### src/rtl/alsu_pkg.sv
package alsu_pkg;
  typedef enum logic [1:0] {
    SRC_ARITH = 2'b00,
    SRC_LOGIC = 2'b01,
    SRC_SHR   = 2'b10,
    SRC_SHL   = 2'b11
  } src_e;

  typedef enum logic [1:0] {
    BSEL_ZERO = 2'b00,
    BSEL_PASS = 2'b01,
    BSEL_INV  = 2'b10,
    BSEL_ONES = 2'b11
  } bsel_e;

  typedef enum logic [1:0] {
    LOP_AND  = 2'b00,
    LOP_OR   = 2'b01,
    LOP_XOR  = 2'b10,
    LOP_NOTA = 2'b11
  } lop_e;

  // Strobes from the decoder to the datapath
  typedef struct packed {
    src_e  src;
    bsel_e bSel;
    lop_e  lop;
    logic  addCin;
    logic  carryKeep;
  } strobes_t;
endpackage

### src/rtl/alsu_ctrl.sv
module alsu_ctrl
  import alsu_pkg::*;
(
  input  logic [3:0] sel,
  input  logic       carryIn,
  output strobes_t   strobes
);
  always_comb begin
    strobes.src       = src_e'(sel[3:2]);
    strobes.bSel      = bsel_e'(sel[1:0]);
    strobes.lop       = lop_e'(sel[1:0]);
    strobes.addCin    = carryIn & (sel[3:2] == 2'b00);
    strobes.carryKeep = (sel[3:2] == 2'b00);
  end
endmodule

### src/rtl/alsu_dp.sv
module alsu_dp
  import alsu_pkg::*;
#(
  parameter int W = 16
) (
  input  logic [W-1:0] opA,
  input  logic [W-1:0] opB,
  input  strobes_t     strobes,
  output logic [W-1:0] result,
  output logic         carryOut
);
  logic [W:0] carry;
  assign carry[0] = strobes.addCin;

  for (genvar i = 0; i < W; i++) begin : g_bit
    logic bIn, sumBit, logBit, shrBit, shlBit;

    // B-side adder input
    always_comb begin
      case (strobes.bSel)
        BSEL_ZERO: bIn = 1'b0;
        BSEL_PASS: bIn = opB[i];
        BSEL_INV:  bIn = ~opB[i];
        default:   bIn = 1'b1;
      endcase
    end

    // Full-adder cell of the ripple chain
    assign sumBit     = opA[i] ^ bIn ^ carry[i];
    assign carry[i+1] = (opA[i] & bIn) | (carry[i] & (opA[i] ^ bIn));

    // Logic cell
    always_comb begin
      case (strobes.lop)
        LOP_AND: logBit = opA[i] & opB[i];
        LOP_OR:  logBit = opA[i] | opB[i];
        LOP_XOR: logBit = opA[i] ^ opB[i];
        default: logBit = ~opA[i];
      endcase
    end

    // Shift routing with zero fill at the vacated end
    if (i == W - 1) begin : g_shrTop
      assign shrBit = 1'b0;
    end else begin : g_shrMid
      assign shrBit = opA[i+1];
    end
    if (i == 0) begin : g_shlBot
      assign shlBit = 1'b0;
    end else begin : g_shlMid
      assign shlBit = opA[i-1];
    end

    // 4-to-1 source select
    always_comb begin
      case (strobes.src)
        SRC_ARITH: result[i] = sumBit;
        SRC_LOGIC: result[i] = logBit;
        SRC_SHR:   result[i] = shrBit;
        default:   result[i] = shlBit;
      endcase
    end
  end

  assign carryOut = strobes.carryKeep & carry[W];
endmodule

### src/rtl/alsu_top.sv
module alsu_top
  import alsu_pkg::*;
#(
  parameter int W = 16
) (
  input  logic [W-1:0] opA,
  input  logic [W-1:0] opB,
  input  logic [3:0]   sel,
  input  logic         carryIn,
  output logic [W-1:0] result,
  output logic         carryOut
);
  strobes_t strobes;

  alsu_ctrl u_ctrl (
    .sel     (sel),
    .carryIn (carryIn),
    .strobes (strobes)
  );

  alsu_dp #(.W(W)) u_dp (
    .opA      (opA),
    .opB      (opB),
    .strobes  (strobes),
    .result   (result),
    .carryOut (carryOut)
  );
endmodule

### config.mk
export PLATFORM = sky130hd
export DESIGN_NAME = alsu_top
export DESIGN_NICKNAME = d
export VERILOG_FILES = /design/src/rtl/alsu_pkg.sv /design/src/rtl/alsu_ctrl.sv /design/src/rtl/alsu_dp.sv /design/src/rtl/alsu_top.sv
export SDC_FILE = /design/constraint.sdc
export NUM_CORES = 1
export LEC_CHECK = 0
export BUFFER_PORTS_ARGS = -buffer_cell sky130_fd_sc_hd__buf_2
export CORE_AREA = 5 5 74 59
export DETAILED_ROUTE_END_ITERATION = 12
export DIE_AREA = 0 0 79 64
export PLACE_DENSITY = 0.95
export SYNTH_ARGS = -nofsm -noshare
export SYNTH_HDL_FRONTEND = slang
export SYNTH_SLANG_ARGS = --single-unit
### constraint.sdc
create_clock -name vclk -period 16.2
set_input_delay 4.05 -clock vclk [all_inputs]
set_output_delay 4.05 -clock vclk [all_outputs]
set_load 0.05 [all_outputs]
==> impl_metrics.env <==
export IMPL_ir_worst_vdd_uv=17.43
export IMPL_pwr_share_clk_pct=0
export IMPL_antenna_cells=0
export IMPL_finalCriticalPeriod_ns=14.98
export IMPL_place_congestion=0.8451
export IMPL_grt_overflow=0
export IMPL_synthSimpleGateAreaFrac_pct=2.778
export IMPL_power_density_nw_per_um2=38.74
export IMPL_setup_slack_ns=1.219
export IMPL_synthesis_area_um2=1937
export IMPL_nFlopsAndLatches=0
export IMPL_synthAdderAreaFrac_pct=37.21
export IMPL_netlist_instances=201
export IMPL_ant_nets=0
export IMPL_rsz0062_at_grt="false"
export IMPL_status="finished clean"
export IMPL_yosysSeqAreaShare_pct=0
export IMPL_path_max_fanout=8
export IMPL_synthXorXnorAreaFrac_pct=0
export IMPL_slew_viol_final=0
export IMPL_intPower_w=0.00003139
export IMPL_avgViaCountPerCell=5.677
export IMPL_drtPass1Iterations=4
export IMPL_start_kind="input port"
export IMPL_grt_max_degree=32
export IMPL_dpl_hpwl_mm=3.714
export IMPL_die_area_um2=5056
export IMPL_synth_nets=286
export IMPL_power_switching_w=0.00005347
export IMPL_cts_resized=0
export IMPL_critPathLaunch="sel[3]"
export IMPL_synthToLayoutAreaGrowth_pct=13.11
export IMPL_drc=0
export IMPL_fin_crit_sh_pct=92.47
export IMPL_ys_warn_count=0
export IMPL_cp_end_kind="primary output"
export IMPL_fin_nets=333
export IMPL_hold_buffers=0
export IMPL_wire_per_inst_um=15.56
export IMPL_fp_dieW_um=79
export IMPL_worstPathRequired_ns=12.15
export IMPL_cp_arrival_ns=10.93
export IMPL_clock_fmax_mhz=66.75
export IMPL_seqPwrFrac_pct=0
export IMPL_post_cts_setup_buffers=0
export IMPL_fp_dieH_um=64
export IMPL_first_iter_violations=149
export IMPL_nClkBuffers=0
export IMPL_finalWirelength_mm=4.481
export IMPL_maxCapViolations=0
export IMPL_initial_core_util_pct=54.68
export IMPL_grt_use_total_pct=17.62
export IMPL_power_frac_comb_pct=100.0
export IMPL_tightest_slew_ns=1.147
export IMPL_setup_tns_ns=0
export IMPL_grt_pass1_vias=1717
export IMPL_regArea_um2=0
export IMPL_port_buffers=54
export IMPL_synth_compound_area_share_pct=13.31
export IMPL_setup_violations=0
export IMPL_grt_pass1_wl_mm=7.493
export IMPL_avgSynthCellArea_um2=9.636
export IMPL_vias=1635
export IMPL_pre_cts_slack_ns=1.248
export IMPL_synthDistinctLibCells=25
export IMPL_critPathCapture="result[15]"
export IMPL_slew_headroom_pct=23.35
export IMPL_antenna_found_initial=0
export IMPL_rows=19
export IMPL_core_area_um2=3542
export IMPL_synth_top_family_by_area="adder cells"
export IMPL_synth_area_mux_share_pct=29.01
export IMPL_p_sw_share_pct=63.01
export IMPL_drive_above_1_share_pct=28.46
export IMPL_hold_path_class="in -> out"
export IMPL_critPathKind="in -> out"
export IMPL_power_leakage_nw=1.217
export IMPL_ios=54
export IMPL_hold_viol=0
cells in the mapped netlist (3+ instances only):
| cell type | number | area [µm²] |
|---|---|---|
| mux4_2 | 6 | 135.1 |
| inv_1 | 67 | 251.5 |
| mux2_2 | 3 | 33.78 |
| a221oi_1 | 8 | 70.07 |
| fa_1 | 16 | 320.3 |
| o22ai_1 | 12 | 75.07 |
| ha_1 | 32 | 400.4 |
| mux2i_1 | 13 | 130.1 |
| o21ai_0 | 3 | 15.01 |
| buf_2 | 7 | 35.03 |
| mux4_1 | 10 | 262.8 |
| a221oi_2 | 4 | 60.06 |
layer usage:
metal  track usage (%)  part of all wire [%]  vias up
met4             1.931                  0.89        0
met2             32.46                    51       63
met1             23.14                    42      780
met3             1.685                   6.9        6
met5                 0                     0        -
li1                  -                     -      786
cells by family (layout without fill, tap and decap cells):
logic type | count (synthesis) | after routing
AOI/OAI and AO/OA | 32 | 32
and+or+nand+nor | 10 | 10
adders and majority gates | 48 | 48
muxes | 32 | 32
buffers and inverters | 79 | 124
layout by cell type, fill, tap and decap left out, drive strengths merged:
cell / instances
fa: 16
mux2: 3
a221oi: 12
nor2: 1
nor2b: 2
a222oi: 2
a22oi: 1
a21oi: 1
and2: 2
ha: 32
nand2: 2
nand2b: 2
inv: 67
o22ai: 12
buf: 57
mux4: 16
o21ai: 4
mux2i: 13
nor3: 1
worst min-delay path by stage:
stage | from | end | slack, ns | cells past startpoint
floorplan | opA[11] | result[10] | 8.36 | 2
global placement | opA[7] | result[6] | 8.60 | 4
detailed placement | opA[7] | result[6] | 8.60 | 4
CTS | opA[7] | result[6] | 8.61 | 4
global route | opA[4] | result[3] | 8.62 | 4
finish | opA[7] | result[6] | 8.61 | 4
stage by stage:
stage | cell area (µm²) | util [%] | hold slack [ns] | instances | power (W)
6_report | 2191 | 61.85 | 8.607 | 288 | 0.00008486
5_1_grt | 2191 | 61.85 | 8.621 | 288 | 0.00009261
4_1_cts | 2191 | 61.85 | 8.608 | 288 | 0.00008500
3_5_place_dp | 2191 | 61.85 | 8.605 | 288 | 0.00008467
3_3_place_gp | 2191 | 61.85 | 8.604 | 288 | 0.00008085
2_1_floorplan | 1937 | - | 8.362 | 201 | 0.00006236
power by group through the flow:
| stage | logic (W) | clock network (W) | registers, W |
|---|---|---|---|
| finish | 0.0000849 | 0 | 0 |
| detailed placement | 0.0000847 | 0 | 0 |
| floorplan | 0.0000624 | 0 | 0 |
| global route | 0.0000926 | 0 | 0 |
| CTS | 0.0000850 | 0 | 0 |
| global placement | 0.0000808 | 0 | 0 |
worst max-delay path, cell delays in order:
cell and delay [ns]:
buf_2 0.14, nor2_1 0.14, nand2_1 0.09, fa_1 0.38, fa_1 0.39, fa_1 0.39, fa_1 0.41, fa_1 0.41
fa_1 0.40, fa_1 0.39, fa_1 0.39, fa_1 0.38, fa_1 0.39, fa_1 0.38, fa_1 0.38, inv_1 0.08
fa_1 0.20, fa_1 0.17, inv_1 0.05, fa_1 0.35, inv_1 0.08, fa_1 0.40, a22oi_1 0.16, o21ai_0 0.10
buf_2 0.22
final cells by class:
cell class	count	area, µm²
Fill cell	307	1351
Inverter	67	251.5
Multi-Input combinational cell	122	1594
Tap cell	42	52.55
Timing Repair Buffer	57	292.8
No activity file was read; power rests on OpenSTA's default activity.
